==> src/rtl/pxcvt_pkg.sv <==
`timescale 1ns/1ps
package pxcvt_pkg;
  localparam int PX_W   = 16;
  localparam int HALF_W = 8;
  localparam int MID_W  = PX_W + 1;
  localparam int DIFF_W = MID_W + 1;
  localparam int SCL_W  = 16;
  localparam int PROD_W = DIFF_W + SCL_W;
  localparam int RND_W  = PROD_W + 1;
  localparam int SHF_W  = 5;

  typedef struct packed {
    logic [PX_W-1:0] val;
    logic            clip;
  } sat_res_t;

  // Widen a raw pixel to a signed intermediate; the override picks the extension.
  function automatic logic signed [MID_W-1:0] widen_px(input logic [PX_W-1:0] raw,
                                                      input logic wide,
                                                      input logic force_uns);
    logic signed [MID_W-1:0] r;
    if (wide)
      r = force_uns ? {1'b0, raw} : {raw[PX_W-1], raw};
    else
      r = force_uns ? {{(MID_W-HALF_W){1'b0}}, raw[HALF_W-1:0]}
                    : {{(MID_W-HALF_W){raw[HALF_W-1]}}, raw[HALF_W-1:0]};
    return r;
  endfunction

  // Native signed view used when conversion is off.
  function automatic logic [PX_W-1:0] native_px(input logic [PX_W-1:0] raw, input logic wide);
    return wide ? raw : {{(PX_W-HALF_W){raw[HALF_W-1]}}, raw[HALF_W-1:0]};
  endfunction

  // Arithmetic right shift with half-up rounding.
  function automatic logic signed [RND_W-1:0] round_shift(input logic signed [PROD_W-1:0] p,
                                                         input logic [SHF_W-1:0] sh);
    logic signed [RND_W-1:0] ext;
    logic signed [RND_W-1:0] half;
    logic signed [RND_W-1:0] sum;
    ext = RND_W'(p);
    if (sh == '0) return ext;
    half = {{(RND_W-1){1'b0}}, 1'b1} << (sh - SHF_W'(1));
    sum  = ext + half;
    return sum >>> sh;
  endfunction

  // Clip to a signed 8- or 16-bit range, sign-extended onto PX_W bits.
  function automatic sat_res_t clip_px(input logic signed [RND_W-1:0] v, input logic out16);
    logic signed [RND_W-1:0] hi;
    logic signed [RND_W-1:0] lo;
    sat_res_t r;
    hi = out16 ? RND_W'((1 << (PX_W-1)) - 1) : RND_W'((1 << (HALF_W-1)) - 1);
    lo = ~hi;
    if (v > hi) begin
      r.val  = PX_W'(hi);
      r.clip = 1'b1;
    end else if (v < lo) begin
      r.val  = PX_W'(lo);
      r.clip = 1'b1;
    end else begin
      r.val  = PX_W'(v);
      r.clip = 1'b0;
    end
    return r;
  endfunction
endpackage

==> src/rtl/pxcvt_front.sv <==
`timescale 1ns/1ps
module pxcvt_front import pxcvt_pkg::*; (
  input  logic                     clk,
  input  logic                     rst_n,
  input  logic                     adv,
  input  logic                     in_valid,
  input  logic [PX_W-1:0]          in_data,
  input  logic                     cfg_cvt_en,
  input  logic                     cfg_in16,
  input  logic                     cfg_force_uns,
  input  logic [MID_W-1:0]         cfg_offset,
  input  logic [SCL_W-1:0]         cfg_scale,
  output logic                     s1_valid,
  output logic signed [PROD_W-1:0] s1_prod,
  output logic [PX_W-1:0]          s1_pass,
  output logic                     s1_en
);
  logic signed [MID_W-1:0]  x_wide;
  logic signed [DIFF_W-1:0] x_diff;
  logic signed [PROD_W-1:0] x_prod;

  always_comb begin
    x_wide = widen_px(in_data, cfg_in16, cfg_force_uns);
    x_diff = DIFF_W'(x_wide) - DIFF_W'($signed(cfg_offset));
    x_prod = PROD_W'(x_diff) * PROD_W'($signed(cfg_scale));
  end

  always_ff @(posedge clk or negedge rst_n) begin
    if (!rst_n) begin
      s1_valid <= 1'b0;
      s1_prod  <= '0;
      s1_pass  <= '0;
      s1_en    <= 1'b0;
    end else if (adv) begin
      s1_valid <= in_valid;
      if (in_valid) begin
        s1_prod <= x_prod;
        s1_pass <= native_px(in_data, cfg_in16);
        s1_en   <= cfg_cvt_en;
      end
    end
  end
endmodule

==> src/rtl/pxcvt_back.sv <==
`timescale 1ns/1ps
module pxcvt_back import pxcvt_pkg::*; (
  input  logic                     clk,
  input  logic                     rst_n,
  input  logic                     adv,
  input  logic                     s1_valid,
  input  logic signed [PROD_W-1:0] s1_prod,
  input  logic [PX_W-1:0]          s1_pass,
  input  logic                     s1_en,
  input  logic [SHF_W-1:0]         cfg_shift,
  input  logic                     cfg_out16,
  output logic                     out_valid,
  output logic [PX_W-1:0]          out_data,
  output logic                     sat_load
);
  logic signed [RND_W-1:0] rnd;
  sat_res_t                sr;

  always_comb begin
    rnd      = round_shift(s1_prod, cfg_shift);
    sr       = clip_px(rnd, cfg_out16);
    sat_load = adv && s1_valid && s1_en && sr.clip;
  end

  always_ff @(posedge clk or negedge rst_n) begin
    if (!rst_n) begin
      out_valid <= 1'b0;
      out_data  <= '0;
    end else if (adv) begin
      out_valid <= s1_valid;
      if (s1_valid) out_data <= s1_en ? sr.val : s1_pass;
    end
  end
endmodule

==> src/rtl/pxcvt_satmon.sv <==
`timescale 1ns/1ps
module pxcvt_satmon #(
  parameter int CNT_W = 32
) (
  input  logic             clk,
  input  logic             rst_n,
  input  logic             layer_start,
  input  logic             sat_load,
  input  logic [CNT_W-1:0] thresh,
  output logic [CNT_W-1:0] count,
  output logic             flag
);
  localparam logic [CNT_W-1:0] CNT_MAX = '1;

  always_ff @(posedge clk or negedge rst_n) begin
    if (!rst_n)                          count <= '0;
    else if (layer_start)                count <= '0;
    else if (sat_load && count != CNT_MAX) count <= count + CNT_W'(1);
  end

  assign flag = (count > thresh);
endmodule

==> src/rtl/pxcvt_top.sv <==
`timescale 1ns/1ps
module pxcvt_top import pxcvt_pkg::*; #(
  parameter int CNT_W = 32
) (
  input  logic             clk,
  input  logic             rst_n,
  input  logic             layer_start,
  input  logic             cfg_cvt_en,
  input  logic             cfg_in16,
  input  logic             cfg_force_uns,
  input  logic             cfg_out16,
  input  logic [16:0]      cfg_offset,
  input  logic [15:0]      cfg_scale,
  input  logic [4:0]       cfg_shift,
  input  logic [CNT_W-1:0] cfg_sat_thresh,
  input  logic             in_valid,
  output logic             in_ready,
  input  logic [15:0]      in_data,
  output logic             out_valid,
  input  logic             out_ready,
  output logic [15:0]      out_data,
  output logic [CNT_W-1:0] sat_count,
  output logic             sat_flag
);
  logic                     adv;
  logic                     s1_valid;
  logic signed [PROD_W-1:0] s1_prod;
  logic [PX_W-1:0]          s1_pass;
  logic                     s1_en;
  logic                     sat_load;

  // One stall for both stages: move only when the output slot frees up.
  assign adv      = !out_valid || out_ready;
  assign in_ready = adv;

  pxcvt_front front_i (
    .clk(clk), .rst_n(rst_n), .adv(adv),
    .in_valid(in_valid), .in_data(in_data),
    .cfg_cvt_en(cfg_cvt_en), .cfg_in16(cfg_in16), .cfg_force_uns(cfg_force_uns),
    .cfg_offset(cfg_offset), .cfg_scale(cfg_scale),
    .s1_valid(s1_valid), .s1_prod(s1_prod), .s1_pass(s1_pass), .s1_en(s1_en)
  );

  pxcvt_back back_i (
    .clk(clk), .rst_n(rst_n), .adv(adv),
    .s1_valid(s1_valid), .s1_prod(s1_prod), .s1_pass(s1_pass), .s1_en(s1_en),
    .cfg_shift(cfg_shift), .cfg_out16(cfg_out16),
    .out_valid(out_valid), .out_data(out_data), .sat_load(sat_load)
  );

  pxcvt_satmon #(.CNT_W(CNT_W)) satmon_i (
    .clk(clk), .rst_n(rst_n), .layer_start(layer_start), .sat_load(sat_load),
    .thresh(cfg_sat_thresh), .count(sat_count), .flag(sat_flag)
  );
endmodule

==> config.mk <==
export PLATFORM = sky130hd
export DESIGN_NAME = pxcvt_top
export DESIGN_NICKNAME = d
export VERILOG_FILES = /design/src/rtl/pxcvt_pkg.sv /design/src/rtl/pxcvt_front.sv /design/src/rtl/pxcvt_back.sv /design/src/rtl/pxcvt_satmon.sv /design/src/rtl/pxcvt_top.sv
export SDC_FILE = /design/constraint.sdc
export NUM_CORES = 1
export LEC_CHECK = 0
export ABC_AREA = 1
export BUFFER_PORTS_ARGS = -buffer_cell sky130_fd_sc_hd__buf_4
export CORE_MARGIN = 3
export CORE_UTILIZATION = 56
export DETAILED_ROUTE_END_ITERATION = 16
export PLACE_DENSITY = 0.75
export SLEW_MARGIN = 20
export SYNTH_ARGS = -nofsm -noshare
export SYNTH_HDL_FRONTEND = slang
export SYNTH_HIERARCHICAL = 1
export SYNTH_SLANG_ARGS = --single-unit
==> constraint.sdc <==
create_clock -name clk -period 10.1 [get_ports clk]
set_input_delay 1.01 -clock clk [delete_from_list [all_inputs] [get_ports clk]]
set_output_delay 1.01 -clock clk [all_outputs]
set_load 0.1 [all_outputs]
Word level (Yosys, flattened, before mapping)

Index checks and enable logic that the tools add are counted.

Add/sub/neg operators: 4
$mul: 1
Div/mod/pow operators: 0
Order comparisons: 3
Equal/unequal tests: 1
Shift-type cells: 2
Mux-type cells: 13
Bitwise operators: 1
Reductions and logical operators: 10

Operators with widths:

| kind                                             | number |
|---|---|
| 2-to-1 mux 17 bit                                | 5 |
| 2-to-1 mux 35 bit                                | 2 |
| 2-to-1 mux 32 bit                                | 2 |
| adder 34 x 35 -> 35 bit                          | 1 |
| > comparator 35 bit                              | 1 |
| < comparator 35 bit                              | 1 |
| NOT 35 bit                                       | 1 |
| << shifter 1 x 5 -> 35 bit, first input constant | 1 |
| >>> shifter 35 x 5 -> 35 bit                     | 1 |
| multiplier 18 x 16 -> 34 bit                     | 1 |
| adder 32 x 1 -> 32 bit, second input constant    | 1 |
| > comparator 32 bit                              | 1 |
| 2-to-1 mux 16 bit                                | 2 |
| inequality test 32 bit, second input constant    | 1 |
| subtractor 17 x 17 -> 18 bit                     | 1 |
| 2-to-1 mux 15 bit                                | 1 |
| logical NOT 5 bit                                | 1 |
| subtractor 5 x 1 -> 5 bit, second input constant | 1 |
| logical AND 1 bit                                | 4 |
| AND reduction 2 bit                              | 2 |
| nonzero test 2 bit                               | 1 |
| logical NOT 1 bit                                | 1 |
| logical OR 1 bit                                 | 1 |
| 2-to-1 mux 1 bit                                 | 1 |

Register bits: 101
Bits in latches: 0
Bits in writable memories: 0
Memory bits (read-only): 0
Input bits: 95
Logic and storage cells: 42
Memories: 0

Longest topological paths before layout

Gate-level depths: netlist of the first run.

Depth in word-level cells: 12
Gate-level depth with buffers: 55

Modules after synthesis

The synthesis of the first run kept the hierarchy.

By module, submodules not included:

| module       | times used | cells an instance | area an instance (µm²) | sequential area each (µm²) |
|---|---|---|---|---|
| pxcvt_front  | 1          | 1953              | 14620.3                | 1301.2 |
| pxcvt_back   | 1          | 1380              | 7124.3                 | 425.4 |
| pxcvt_satmon | 1          | 466               | 3042.9                 | 800.8 |
| pxcvt_top    | 1          | 2                 | 7.5                    | 0.0 |

Worst setup path after synthesis of the first run

Ideal clock, no wire load.

Path type: in2reg
Start point: in cfg_in16
End point: reg front_i.s1_prod[33]
Library setup time: 0.118 ns
Data arrival time: 7.878 ns
Data required time: 9.982 ns
Slack: 2.104 ns
Stages on the path: 40
Cells stage by stage: clkbuf_1 > nor2_1 > nand2_1 > nand2_1 > ha_1 > nand2_2 > inv_1 > nand2_1 > nand2_1 > a21oi_1 > nand2_2 > nand2_2 > nand2_2 > nand2_4 > inv_4 > buf_12 > nor2_4 > inv_2 > [... 4 more ...] > xnor2_1 > ha_1 > inv_1 > fa_1 > inv_1 > fa_1 > inv_1 > fa_1 > inv_1 > ha_1 > nand2_1 > nor2_1 > and2_1 > and2_1 > a21oi_1 > nand2_1 > nand3_1 > nand2_1

Word-level cells in the longest chain between the ends: 3

RTL lines:

| element                      | RTL line          | RTL |
|---|---|---|
| start: declaration           | pxcvt_top.sv:9    | `input logic cfg_in16,` |
| 2-to-1 mux 17 bit            | pxcvt_pkg.sv:22   | `if (wide)` |
| subtractor 17 x 17 -> 18 bit | pxcvt_front.sv:24 | `x_diff = DIFF_W'(x_wide) - DIFF_W'($signed(cfg_offset));` |
| multiplier 18 x 16 -> 34 bit | pxcvt_front.sv:25 | `x_prod = PROD_W'(x_diff) * PROD_W'($signed(cfg_scale));` |
| end signal: assignment       | pxcvt_front.sv:37 | `s1_prod <= x_prod;` |
| end: declaration             | pxcvt_front.sv:14 | `output logic signed [PROD_W-1:0] s1_prod,` |

No other way between the ends.
A chain may end at the register's enable or synchronous reset.

Final worst setup path of the first run

Start point: in cfg_shift[3]
End point: reg satmon_i.count[8]

Word-level cells in the longest chain between the ends: 11
Elaborated cells on any way between the ends: 14
Those cells by class: add/sub (2); order compare (2); shift (2); mux (4); reduce/logical (4)

RTL lines:

| element                               | RTL line           | RTL |
|---|---|---|
| start: declaration                    | pxcvt_top.sv:14    | `input logic [4:0] cfg_shift,` |
| subtractor 5 x 1 -> 5 bit             | pxcvt_pkg.sv:43    | `half = {{(RND_W-1){1'b0}}, 1'b1} << (sh - SHF_W'(1));` |
| << shifter 1 x 5 -> 35 bit            | pxcvt_pkg.sv:43    |  |
| adder 34 x 35 -> 35 bit               | pxcvt_pkg.sv:44    | `sum = ext + half;` |
| >>> shifter 35 x 5 -> 35 bit          | pxcvt_pkg.sv:45    | `return sum >>> sh;` |
| 2-to-1 mux 35 bit *                   | pxcvt_pkg.sv:43    |  |
| < comparator 35 bit                   | pxcvt_pkg.sv:58    | `end else if (v < lo) begin` |
| 2-to-1 mux 17 bit                     | pxcvt_pkg.sv:58    |  |
| 2-to-1 mux 17 bit *                   | pxcvt_pkg.sv:55    | `if (v > hi) begin` |
| logical AND 1 bit *                   | pxcvt_back.sv:22   | `sat_load = adv && s1_valid && s1_en && sr.clip;` |
| named net sat_load                    | pxcvt_top.sv:30    | `logic sat_load;` |
| logical AND 1 bit *                   | pxcvt_satmon.sv:18 | `else if (sat_load && count != CNT_MAX) count <= count + CNT_W'(1);` |
| nonzero test 2 bit (no source line) * | n/a                |  |
| end signal: assignment                | pxcvt_satmon.sv:18 |  |
| end: declaration                      | pxcvt_satmon.sv:10 | `output logic [CNT_W-1:0] count,` |

Mark *: on every way through the listed nets, which the timed path passes. The rest lies on a longest branch.

==> flow_summary.ini, run 1 <==
[status]
outcome = finished clean

[place]
io_buffers = 145
dp_hpwl_mm = 65.7
place_congestion = 1.03

[global_routing]
overflow = 0
grt_pass1_wl_mm = 123
antenna_found_initial = 0
grt_usage_pct = 33.1
grt_pass1_vias = 23300
grt_max_degree = 70

[clock_tree]
hold_buffers = 0
cts_buffer_depth = 2
clock_tree.root_cell = clkbuf_16
worst_skew_pair.late_latency_ns = 0.38
post_cts_buffers = 0
cts_buffers = 9
cts.sink_count = 101
cts_tree = built
htreeDepth = 3
clk_pin_slew_ns = 0.07
cts-resized-gates = 0

[synth]
synth_cell_types = 58
ys.warnings.count = 6
synth-xor-area-share_pct = 1.90
async_flop_share_pct = 100
synthAdderAreaFrac_pct = 32.6
synth_area_sq_mm = 0.0248
synth_enable_flop_cells = 0
ys.flop_type = dfrtp_1
postSynthCellCount = 3801
syn_area_per_cell_sq_um = 6.52
synth-seq-area-share_pct = 10.2
synth-simple-area-share_pct = 36.4
syn-num-nets = 4371
netlist.area_leader.share_pct = 23.0
synth_compound_area_share_pct = 5.32
muxShareOfSynthArea_pct = 0
ys_ff_latch = 101
yosysTopAreaCell = fa_1
synth_top_family_by_area = simple AND/OR/NAND/NOR gates
synthTopCellsByArea = fa_1 23%, nand2_1 17%, inv_1 11%, dfrtp_1 10%, ha_1 9.6%

[drt]
route.detailed.drc = 0
wire_per_inst_um = 17.4
ant_nets = 0
drt_iter0_drc = 2070
num_vias = 24100
dr.pass1.iters = 6
viasPerCell = 5.41
wl_mm = 77.8

[critical_path]
start_kind = input pin
critPathMaxStageDelay_ns = 0.67
cp_max_fo = 45
crit_type = input pin to flip-flop
timing.critical_path.arrival_ns = 8.51
critical_path.slowest_cell = inv_2
crit_required_ns = 10.36
worstSetupEndpointType = flip-flop

[floorplanning]
start_util_pct = 57.2
coreArea_sq_mm = 0.0434
die_y_um = 216
die-area_sq_mm = 0.0468
die_w_um = 216
fp-row-count = 76
pin_count = 146

[sta]
period_share_pct = 81.7
relSlewSlack_pct = 42.3
final_hold_viol_count = 0
fin_crit_ns = 8.26
rsz0062_at_grt = no
finalSetupViolations = 0
hold_ws_ns = 0.481
fmax_mhz = 121
final.setup_skew_ns = 0.0112
fin_setup_tns_ns = 0
finalMaxSlewViolations = 0
tightestPinTransition_ns = 0.866

[layout]
fin_nets = 4438
n_antenna_cell = 0
area_growth_pct = 6.72
most-common-layout-cells = 1107 x nand2_1, 721 x inv_1, 419 x nor2_1
layout_commonest_cell = nand2_1
drive_gt1_share_pct = 9.22

[flow_run]
cap_viol_max_count = 0

[min_path]
hp-class = flip-flop to flip-flop
per-stage QoR:
stage               std cells  setup WS [ns]  area (sq um)  util, %
global placement         4442           1.66         26200     60.4
global route             4458           1.16         26500     61.0
finish                   4458           1.84         26500     61.0
detailed placement       4442           1.61         26200     60.4
CTS                      4458           1.98         26500     61.0
floorplan                3801           2.10         24800        -
cell type report:
| class | count | area [sq um] |
|---|---|---|
| clock buffers | 9 | 225 |
| clock inverters | 7 | 57.6 |
| fillers | 4314 | 16900 |
| inverters | 761 | 2860 |
| multi-input cells | 2840 | 18900 |
| flip-flops and latches | 101 | 2530 |
| well taps | 585 | 732 |
| repair buffers | 155 | 1160 |
cells by family after synthesis:
logic type / Yosys count
buffers and inverters: 860
flip-flops: 101
AND/OR/NAND/NOR: 2077
AO/OA/AOI/OAI: 238
adder cells (fa/ha/maj): 475
XOR/XNOR: 50
metal layers:
| metal | share of wire [%] | vias up | GRT usage (%) |
|---|---|---|---|
| li1 | - | 11700 | - |
| met1 | 42 | 11200 | 43.5 |
| met2 | 46 | 989 | 54.7 |
| met3 | 7.2 | 242 | 4.07 |
| met4 | 5.6 | 0 | 16.0 |
| met5 | 0 | - | 0 |
worst paths after layout:
path / endpoint / cells after the start / slack [ns] / from
setup / recovery: satmon_i/count[8] / 49 / 1.84 / cfg_shift[3]
hold / removal: front_i/s1_pass[6] / 2 / 0.48 / front_i/s1_pass[6]
setup reg to reg: satmon_i/count[8] / 36 / 3.91 / front_i/s1_prod[0]
hold reg to reg: front_i/s1_pass[6] / 2 / 0.48 / front_i/s1_pass[6]
max in group asynchronous: front_i/s1_prod[14] / 2 / 8.29 / rst_n
min in group asynchronous: satmon_i/count[30] / 1 / 0.56 / rst_n
sequential cells by signal, summed over array words and instances, names as in the netlist:
signal and flops:
satmon_i/count 32, front_i/s1_prod 34, front_i/s1_valid 1, front_i/s1_en 1, back_i/out_data 16, front_i/s1_pass 16, back_i/out_valid 1
cell usage after synthesis (7+ instances only):
cell type / count
nor2_2: 15
inv_2: 28
clkbuf_1: 49
nand3_2: 40
nand2_2: 54
nor2_1: 419
nor2_4: 9
a21o_1: 8
buf_2: 24
nand2_1: 1108
clkinv_1: 10
nand3_1: 345
o21bai_1: 9
a21oi_1: 115
buf_4: 11
inv_1: 721
fa_1: 285
nand4_1: 31
dfrtp_1: 101
a31oi_1: 7
xor2_1: 19
o21ai_0: 56
o21ai_1: 18
xnor2_1: 28
or2_2: 14
nor3_1: 13
ha_1: 190
buf_1: 7
worst max-delay path: cells and delay by family:
family | cells | cell delay, ns
adder cells (fa/ha/maj) | 3 | 0.78
AND/OR/NAND/NOR | 31 | 3.56
buffers and inverters | 9 | 1.83
AO/OA/AOI/OAI | 6 | 1.28
Power of run 1 is not shown: default switching activity piles up to over one toggle a cycle in this logic, so the estimate is an artifact.
==> inputs of run 2 (changes only) <==
--- a/config.mk
+++ b/config.mk
@@ -5,7 +5,7 @@
 export SDC_FILE = /design/constraint.sdc
 export NUM_CORES = 1
 export LEC_CHECK = 0
-export ABC_AREA = 1
+export ABC_AREA = 0
 export BUFFER_PORTS_ARGS = -buffer_cell sky130_fd_sc_hd__buf_4
 export CORE_MARGIN = 3
 export CORE_UTILIZATION = 56
==> constraint.sdc (replaced) <==
create_clock -name clk -period 8.2 [get_ports clk]
set_input_delay 0.82 -clock clk [delete_from_list [all_inputs] [get_ports clk]]
set_output_delay 0.82 -clock clk [all_outputs]
set_load 0.1 [all_outputs]
==> run 2 against run 1 <==
Compared with the run above:
- die area up 0.14%
- worst hold slack got worse by 0.064 ns
- synthesized cell count fell by 17%
- cell count down 6.0%
- via count grew 11%
- largest cell class unchanged
==> flow_summary.ini, run 2 <==
[sta]
hold_ws_ns = 0.417
final.setup_skew_ns = 0.00940
period_share_pct = 98.2
finalSetupViolations = 0
final_hold_viol_count = 0
fmax_mhz = 124
tightestPinTransition_ns = 0.821
relSlewSlack_pct = 45.3
fin_crit_ns = 8.05
rsz0062_at_grt = yes
layout_setup_ws_ns = 0.145
finalMaxSlewViolations = 0

[global_routing]
grt_usage_pct = 40.9
grt_pass1_wl_mm = 150
grt_pass1_vias = 27000
grt_max_degree = 80
overflow = 0
antenna_found_initial = 0

[floorplanning]
die-area_sq_mm = 0.0469
coreArea_sq_mm = 0.0435
start_util_pct = 57.1
pin_count = 146
fp-row-count = 76
die_y_um = 217
die_w_um = 217

[critical_path]
critical_path.slowest_cell = fa_1
worstPathBufferInverterCount = 7
critPathMaxStageDelay_ns = 0.57
cp_common_cell = fa_1
timing.critical_path.arrival_ns = 8.33
crit_required_ns = 8.47
cp_max_fo = 5
worstSetupEndpointType = flip-flop
crit_type = input pin to flip-flop
start_kind = input pin
critical_path.top_delay_family = adder cells

[layout]
multi_input_area_sq_mm = 0.0203
top_regs = front_i/s1_prod (34), satmon_i/count (32)
regMostFlops = front_i/s1_prod
area_growth_pct = 21.3
layout_commonest_cell = buf_4
postLayoutCoreUtil_pct = 69.3
layout.cells.non_filler = 4190
fin_nets = 4169
register_area_sq_mm = 0.00253
largest_register_ffs = 34
drive_gt1_share_pct = 21.6
most-common-layout-cells = 571 x buf_4, 456 x inv_1, 425 x nand2_1
fillers = 3462

[drt]
ant_nets = 0
num_vias = 26700
viasPerCell = 6.38
dr.pass1.iters = 6
route.detailed.drc = 0
wl_mm = 98.9
wire_per_inst_um = 23.6
drt_iter0_drc = 3441

[synth]
postSynthCellCount = 3172
syn-num-nets = 3742
syn_area_per_cell_sq_um = 7.83
synth-seq-area-share_pct = 10.2
synth_enable_flop_cells = 0
synth_cell_types = 116
synthTopCellsByCount = 463 x inv_1, 430 x nand2_1, 285 x fa_1, 232 x nor2_1, 191 x a21oi_1
synthTopCellsByArea = fa_1 23%, dfrtp_1 10%, ha_1 9.6%, inv_1 7.0%, nand2_1 6.5%
async_flop_share_pct = 100
yosysMostFrequentCell = inv_1
ys_ff_latch = 101
yosysTopAreaCell = fa_1
ys.warnings.count = 6
ys.flop_type = dfrtp_1
synth_area_sq_mm = 0.0248
netlist.area_leader.share_pct = 23.0

[clock_tree]
clk_pin_slew_ns = 0.07
cts_buffers = 9
htreeDepth = 3
hold_buffers = 0
cts_buffer_depth = 2
worst_skew_pair.late_latency_ns = 0.36
clock_tree.root_cell = clkbuf_16
cts.sink_count = 101
cts_tree = built

[status]
outcome = finished clean

[flow_run]
cap_viol_max_count = 0

[place]
dp_hpwl_mm = 79.6
place_congestion = 1.04
pre_cts_slack_ns = -0.380
placed_cells = 4163
io_buffers = 145

[min_path]
hp-class = input pin to async pin
run 2: cell count changes after synthesis, moves of 37 or more:
cell	delta
inv_1	-258
a21oi_1	+76
clkbuf_1	+74
a211oi_1	+37
nand3_2	-40
and2_1	+90
nor2_1	-187
nand2_2	-52
nand2_1	-678
o21ai_0	+58
nand3_1	-294
nor3_1	+50
run 2: kinds of logic after synthesis:
| group | Yosys count | synth area share (%) |
|---|---|---|
| fa+ha+maj | 475 | 32.6 |
| flops | 101 | 10.2 |
| compound gates | 744 | 21.3 |
| mux | 33 | 1.62 |
| xor+xnor | 85 | 3.13 |
| simple gates | 1099 | 21.2 |
| buf+inv | 635 | 9.95 |
run 2: final timing paths:
kind	start	end	slack [ns]	cells after the start
max in group asynchronous	rst_n	front_i/s1_prod[21]	6.57	2
setup / recovery	in_data[0]	front_i/s1_prod[30]	0.15	32
hold reg to reg	front_i/s1_pass[5]	front_i/s1_pass[5]	0.51	2
hold / removal	rst_n	satmon_i/count[17]	0.42	1
setup reg to reg	front_i/s1_prod[0]	satmon_i/count[21]	0.99	28
min in group clk	front_i/s1_pass[5]	front_i/s1_pass[5]	0.51	2
run 2: timing repair:
action / in CTS / in global routing
gates resized for setup: 2 / 78
setup endpoints to repair: 6 / 67
cloned: 0 / 2
buffers inserted: 0 / 8
pin swaps: 0 / 24
run 2: layout make-up:
type | count | area share (%)
multi-input combinational | 2438 | 67.5
timing repair buffer | 585 | 15.0
sequential | 101 | 8.39
inverter | 464 | 5.81
tap | 585 | 2.43
clock buffer | 11 | 0.773
clock inverter | 5 | 0.141
antenna | 1 | 0.00831
run 2: worst register-to-register path: cells and delay by family, from the launching register on:
family          cells  cell delay [ns]
compound gates      9             1.85
fa+ha+maj           3             0.90
buf+inv             5             0.61
flops               1             0.41
mux                 2             0.72
simple gates        9             2.68
run 2: per-stage QoR:
stage          TNS (ns)  cell area [sq um]
5_1_grt          -0.543              30100
2_1_floorplan   -0.0212              25000
3_5_place_dp      -9.74              29400
3_3_place_gp      -1.92              29400
6_report              0              30100
4_1_cts               0              29700
run 2: routing by layer:
layer	share of wire [%]	GRT usage, %	routed length (um)
met3	12	10.8	12100
met2	44	63.3	43500
met1	39	54.5	38200
met4	5.1	17.2	5070
met5	0	0	0
Power of run 2 is left out for the same reason.
